===== config.mk =====
export PLATFORM = sky130hd
export DESIGN_NAME = prbs_gen_inj
export DESIGN_NICKNAME = d
export VERILOG_FILES = /design/src/rtl/prbs_gen_pkg.sv /design/src/rtl/prbs_lfsr_adv.sv /design/src/rtl/prbs_err_inject.sv /design/src/rtl/prbs_gen_inj.sv
export SDC_FILE = /design/constraint.sdc
export NUM_CORES = 1
export LEC_CHECK = 0
export ABC_AREA = 1
export ABC_CLOCK_PERIOD_IN_PS = 2300
export BUFFER_PORTS_ARGS = -buffer_cell sky130_fd_sc_hd__clkbuf_2
export CORE_MARGIN = 5
export CORE_UTILIZATION = 60
export CTS_CLUSTER_DIAMETER = 80
export DETAILED_ROUTE_END_ITERATION = 16
export GPL_TIMING_DRIVEN = 1
export HOLD_SLACK_MARGIN = 0.15
export PLACE_DENSITY = 0.8
export SLEW_MARGIN = 0
export SYNTH_ARGS = -nofsm -noshare
export SYNTH_HDL_FRONTEND = slang
export SYNTH_SLANG_ARGS = --single-unit

===== constraint.sdc =====
create_clock -name clk -period 2.3 [get_ports clk]
set_input_delay 0.23 -clock clk [delete_from_list [all_inputs] [get_ports clk]]
set_output_delay 0.23 -clock clk [all_outputs]
set_load 0.005 [all_outputs]

===== src/rtl/prbs_gen_pkg.sv =====
// Package: constants and helpers shared by the PRBS generator.
// Assumes polynomials of the form x^N + x^M + 1 with 2 <= M < N <= 31.
package prbs_gen_pkg;

    localparam int NUM_POLY = 4;
    localparam int MAX_LEN  = 31;

    // Register length for each polynomial code.
    function automatic int poly_len(input int code);
        case (code)
            0:       return 7;
            1:       return 9;
            2:       return 23;
            default: return 31;
        endcase
    endfunction

    // Inner feedback tap for each polynomial code.
    function automatic int poly_tap(input int code);
        case (code)
            0:       return 6;
            1:       return 5;
            2:       return 18;
            default: return 28;
        endcase
    endfunction

    // All-ones seed sized to the selected register length.
    function automatic logic [MAX_LEN-1:0] seed_of(input logic [1:0] code);
        return {MAX_LEN{1'b1}} >> (MAX_LEN - poly_len(int'(code)));
    endfunction

endpackage


===== src/rtl/prbs_lfsr_adv.sv =====
// Module: advances one Fibonacci LFSR by WORD_W steps in one cycle.
// Purely combinational. Bit i of word_o is the (i+1)-th new bit produced.
// Assumes LEN > TAP >= 1 and LEN >= 2.
module prbs_lfsr_adv #(
    parameter int LEN    = 7,
    parameter int TAP    = 6,
    parameter int WORD_W = 32
) (
    input  logic [LEN-1:0]    state_i,
    output logic [WORD_W-1:0] word_o,
    output logic [LEN-1:0]    next_o
);

    logic [LEN-1:0] walk;
    logic           fb;

    // Unroll WORD_W steps of b[k] = b[k-LEN] ^ b[k-TAP]; state_i[0] is newest.
    always_comb begin
        walk   = state_i;
        word_o = '0;
        fb     = 1'b0;
        for (int i = 0; i < WORD_W; i++) begin
            fb        = walk[LEN-1] ^ walk[TAP-1];
            word_o[i] = fb;
            walk      = {walk[LEN-2:0], fb};
        end
        next_o = walk;
    end

endmodule


===== src/rtl/prbs_err_inject.sv =====
// Module: turns a one-cycle inject request into a one-hot flip mask that
// is applied to exactly one produced word. A request made while no word is
// produced is held; further requests while one is held are absorbed.
// Assumes synchronous active-low reset.
module prbs_err_inject #(
    parameter int WORD_W = 32,
    localparam int IDX_W = $clog2(WORD_W)
) (
    input  logic              clk,
    input  logic              rst_n,
    input  logic              req_i,
    input  logic [IDX_W-1:0]  idx_i,
    input  logic              consume_i,
    output logic [WORD_W-1:0] mask_o
);

    logic             pending_q;
    logic [IDX_W-1:0] idx_q;
    logic [IDX_W-1:0] use_idx;
    logic             have_req;

    // Pick a held request over a fresh one and form the flip mask.
    always_comb begin
        have_req = pending_q | req_i;
        use_idx  = pending_q ? idx_q : idx_i;
        mask_o   = '0;
        if (consume_i && have_req) begin
            mask_o[use_idx] = 1'b1;
        end
    end

    // Hold a request until a word consumes it.
    always_ff @(posedge clk) begin
        if (!rst_n) begin
            pending_q <= 1'b0;
            idx_q     <= '0;
        end else if (consume_i) begin
            pending_q <= 1'b0;
        end else if (req_i && !pending_q) begin
            pending_q <= 1'b1;
            idx_q     <= idx_i;
        end
    end

    // A produced word always empties the request slot.
    p_consume_clears_r6: assert property (@(posedge clk) disable iff (!rst_n)
        consume_i |=> !pending_q);

    // A held request keeps its index until a word takes it.
    p_hold_until_word_r7: assert property (@(posedge clk) disable iff (!rst_n)
        (pending_q && !consume_i) |=> (pending_q && $stable(idx_q)));

endmodule


===== src/rtl/prbs_gen_inj.sv =====
// Module: parallel PRBS generator, WORD_W bits per clock, four run-time
// selectable polynomials, polarity inversion and single-bit error injection.
// Assumes: synchronous active-low reset; inject_i is a one-cycle request.
module prbs_gen_inj
    import prbs_gen_pkg::*;
#(
    parameter int WORD_W = 32,
    localparam int IDX_W = $clog2(WORD_W)
) (
    input  logic              clk,
    input  logic              rst_n,
    input  logic              en_i,
    input  logic              gen_mode_i,
    input  logic [1:0]        poly_sel_i,
    input  logic              invert_i,
    input  logic [IDX_W-1:0]  err_idx_i,
    input  logic              inject_i,
    output logic [WORD_W-1:0] data_o,
    output logic              valid_o
);

    logic [MAX_LEN-1:0] state_q;
    logic [1:0]         poly_q;
    logic               active;
    logic               producing;
    logic [WORD_W-1:0]  word_arr [NUM_POLY];
    logic [MAX_LEN-1:0] next_arr [NUM_POLY];
    logic [WORD_W-1:0]  inj_mask;

    // A word is produced only while enabled and the selector is settled.
    always_comb begin
        active    = en_i & gen_mode_i;
        producing = active && (poly_sel_i == poly_q);
    end

    // One advance unit per supported polynomial.
    for (genvar g = 0; g < NUM_POLY; g++) begin : g_poly
        localparam int L = poly_len(g);
        localparam int T = poly_tap(g);
        logic [L-1:0] nxt;

        prbs_lfsr_adv #(.LEN(L), .TAP(T), .WORD_W(WORD_W)) u_adv (
            .state_i (state_q[L-1:0]),
            .word_o  (word_arr[g]),
            .next_o  (nxt)
        );

        if (L < MAX_LEN) begin : g_pad
            assign next_arr[g] = {{(MAX_LEN-L){1'b0}}, nxt};
        end else begin : g_full
            assign next_arr[g] = nxt;
        end
    end

    prbs_err_inject #(.WORD_W(WORD_W)) u_inj (
        .clk       (clk),
        .rst_n     (rst_n),
        .req_i     (inject_i),
        .idx_i     (err_idx_i),
        .consume_i (producing),
        .mask_o    (inj_mask)
    );

    // Reload the seed when idle or on a selector change, else advance and emit.
    always_ff @(posedge clk) begin
        if (!rst_n) begin
            poly_q  <= 2'b00;
            state_q <= seed_of(2'b00);
            data_o  <= '0;
            valid_o <= 1'b0;
        end else if (!producing) begin
            poly_q  <= poly_sel_i;
            state_q <= seed_of(poly_sel_i);
            data_o  <= '0;
            valid_o <= 1'b0;
        end else begin
            state_q <= next_arr[poly_q];
            data_o  <= word_arr[poly_q] ^ {WORD_W{invert_i}} ^ inj_mask;
            valid_o <= 1'b1;
        end
    end

    // A maximal-length register never falls into the all-zero lock state.
    p_state_nonzero_r2: assert property (@(posedge clk) disable iff (!rst_n)
        state_q != '0);

    // A selector change costs one cycle without a valid word.
    p_change_no_valid_r3: assert property (@(posedge clk) disable iff (!rst_n)
        (active && poly_sel_i != poly_q) |=> !valid_o);

    // A valid word needs both enable and generator mode on the prior edge.
    p_valid_needs_mode_r8: assert property (@(posedge clk) disable iff (!rst_n)
        valid_o |-> $past(active));

    // Idle output is all zero.
    p_idle_zero_r8: assert property (@(posedge clk) disable iff (!rst_n)
        !valid_o |-> (data_o == '0));

endmodule


==> reports/results.tsv <==
stage	metric	value	unit
status	status	completed	
sta	time the worst path needs with I/O delays and setup	2.166	ns
setup_path	crit-path most repeated cell	nand2_1	
logic_synthesis	synth top area cells	dfxtp_1 (26%), nand2_1 (24%), xor2_1 (9.9%), nand3_1 (5.1%), a21oi_1 (4.9%)	
sta	final setup vio count	0	
placed_design	RePlAce Congestion	1.060	
setup_path	largest fanout on the critical path	10	
layout	commonest non-fill, non-tap cells in the layout	nand2_1 (365), dfxtp_1 (70), nor2_1 (68), xor2_1 (64), nand3_1 (57)	
global_routing	initial antenna violation count	0	
job	max cap viols	0	
clock_network	Clock Latency Late Sink	0.36	ns
setup_path	Data arrival, critical path	2.45	ns
detailed_routing	DRC Markers	0	
setup_path	worst-path cell chain	buf_4, nand2_1, nand2_1, nand2_1, nand2_1, nor2_1, o22ai_1, inv_1, or2_0, a21oi_1	
floorplanning	Core ar.	9196	um^2
logic_synthesis	Mean Syn Cell Area	6.025	um^2
clock_network	Clock Pin Slew Worst Setup and Hold Paths	0.09	ns
logic_synthesis	area leader, netlist	dfxtp_1	
logic_synthesis	synthesized area	5639	um^2
global_routing	GRT overflow	0	
placed_design	Post-DP HPWL	14470	um
sta	final worst path period share	0.9418	
floorplanning	die height	106.9	um
setup_path	critical path class	reg -> reg	
global_routing	Tot GR Track Use	0.3425	
placed_design	IO buf count	45	
floorplanning	die area	11440	um^2
setup_path	CP Capture Type	flop	
layout	Ant. Diodes	0	
power_and_ir_drop	Max VDD drop	0.0004035	V
setup_path	Max stage delay on crit path	0.51	ns
logic_synthesis	sequential area share after synthesis	0.2556	
global_routing	vias in the first global route	5766	
sta	RSZ-0062 raised after global routing	false	
global_routing	global-route wire length before repair	30520	um
layout	Syn-to-layout area delta	11.36	%
layout	final non-filler cell total	1090	
power_and_ir_drop	Static Leak	3.078	nW
clock_network	number of buffers created by CTS	9	
sta	Final Skew	0.01196	ns
detailed_routing	wire length per cell	17.41	um
setup_path	buffers and inverters on the worst path	2	
global_routing	largest net degree at the start of global routing	61	
placed_design	placed cell count	1071	
sta	final hold vios	0	
floorplanning	row count	35	
setup_path	CP Data Required Time	2.59	ns
detailed_routing	via count	6211	
setup_path	Critical Path Start Type	flop	
sta	Max Freq	0.4616	GHz
layout	share of layout cells above drive strength 1	0.1205	
sta	Slew HR	0.5315	
logic_synthesis	Syn Nets	949	
sta	Final Slew Violations	0	
clock_network	H-Tree Level Count	3	
setup_path	flop-to-flop setup slack	0.13	ns
clock_network	clk sinks	72	
clock_network	TritonCTS clock tree	yes	
floorplanning	num ports	46	
detailed_routing	1st-iter DRT viols	706	
clock_network	clock root buffer	clkbuf_8	
floorplanning	Die Span X	106.9	um
detailed_routing	Routed Antenna Nets	0	
clock_network	clock buffer depth	2	
logic_synthesis	Post-Syn Instances	936	
floorplanning	Starting Density	0.6132	
sta	Worst Tran Pin Value	0.6955	ns
hold_path	Hold WC Path Type	in -> reg	
layout	Layout Nets	987	
sta	setup_tns	0	ns
power_and_ir_drop	power density over cell area	541.6	nW/um^2
setup_path	Critical-path top delay cell	dfxtp_1	
logic_synthesis	Synth cell types	41	
detailed_routing	Pre-antenna DRT Iters	6	
detailed_routing	Via density	5.698	
logic_synthesis	top cell type's share of synthesized area	0.2556	
layout	most common cell after layout, fill and taps aside	nand2_1	
detailed_routing	drt total wl	18970	um
logic_synthesis	flops & latches, synth	72	
clock_network	Post-CTS Setup Bufs	0	
setup_path	CP top delay family	simple AND/OR/NAND/NOR gates	
logic_synthesis	Synthesis Warnings	0	
worst register-to-register path: cells and delay by family (launching register included):
family	cells	cell delay, ns
compound gates	2	0.44
simple gates	6	0.78
buf+inv	2	0.36
flops	1	0.51
logic make-up (layout without fill, tap and decap cells):
group                     Yosys count  after routing  share of synthesized area
and+or+nand+nor                   516            516                     0.3794
buffers and inverters             117            160                    0.08498
xor gates and xnor gates           96             96                     0.1504
DFF                                72             72                     0.2556
AOI/OAI and AO/OA                 135            135                     0.1296
timing repair:
item / CTS / global route
resized for setup: 0 / 1
setup endpoints to repair: 0 / 1
hold endpoints to repair: 3 / 0
hold buffers: 3 / 0
sequential cells by signal (all words and copies together) (netlist names):
signal	flops
data_o	32
state_q	31
u_inj.idx_q	5
poly_q	2
u_inj.pending_q	1
valid_o	1
power by group:
part           internal [mW]  total [mW]  switching [mW]
registers               1.29        1.35          0.0589
logic                  0.309       0.909           0.600
clock network          0.598        1.14           0.542
total                   2.20        3.40            1.20
path summary, 6_finish.rpt:
kind,from,endpoint,depth (start not counted)
hold reg to reg,u_inj.idx_q[2]$_SDFFE_PN0P_,u_inj.idx_q[2]$_SDFFE_PN0P_,2
setup / recovery,state_q[3]$_SDFF_PN1_,data_o[16]$_SDFF_PN0_,10
setup reg to reg,state_q[3]$_SDFF_PN1_,data_o[16]$_SDFF_PN0_,10
hold / removal,err_idx_i[0],u_inj.idx_q[0]$_SDFFE_PN0P_,3
Yosys cell counts (all sizes together):
library cell	count
and2	1
buf	26
clkbuf	26
a211oi	1
o211ai	12
o21ai	58
o221ai	2
a21oi	55
a31oi	1
nand3b	3
o21a	1
clkinv	4
inv	61
nor3	1
o21bai	1
nand4	1
or2	5
dfxtp	72
xor2	64
nand3	59
xnor2	32
o22ai	4
nand2	368
nor2	76
nor4	2
area by class of cell:
type | instances | area (um^2)
Sequential cell | 72 | 1444
Timing Repair Buffer | 79 | 513.0
Clock buffer | 13 | 168.9
Multi-Input combinational cell | 747 | 3719
Inverter | 65 | 249.0
Fill cell | 865 | 2917
Tap cell | 111 | 138.9
Clock inverter | 3 | 47.55
routing by layer:
metal	up-vias	GRT usage	wire length [um]
li1	3029	-	-
met1	2760	0.4431	7606
met2	356	0.5454	8475
met3	66	0.06081	1927
met4	0	0.1772	963
met5	-	0	0
through the flow:
stage	power, mW	hold WS (ns)	worst slack (ns)	util	instance area [um^2]
floorplan	1.992	0.3235	0.6681	-	5639
global placement	2.248	0.4669	0.2684	0.6559	6032
detailed placement	2.254	0.4731	0.2295	0.6559	6032
CTS	3.366	0.1510	0.2020	0.6827	6279
global route	3.554	0.1847	0.01469	0.6829	6280
finish	3.401	0.1456	0.1338	0.6829	6280
No activity file was read; power rests on OpenSTA's default activity.
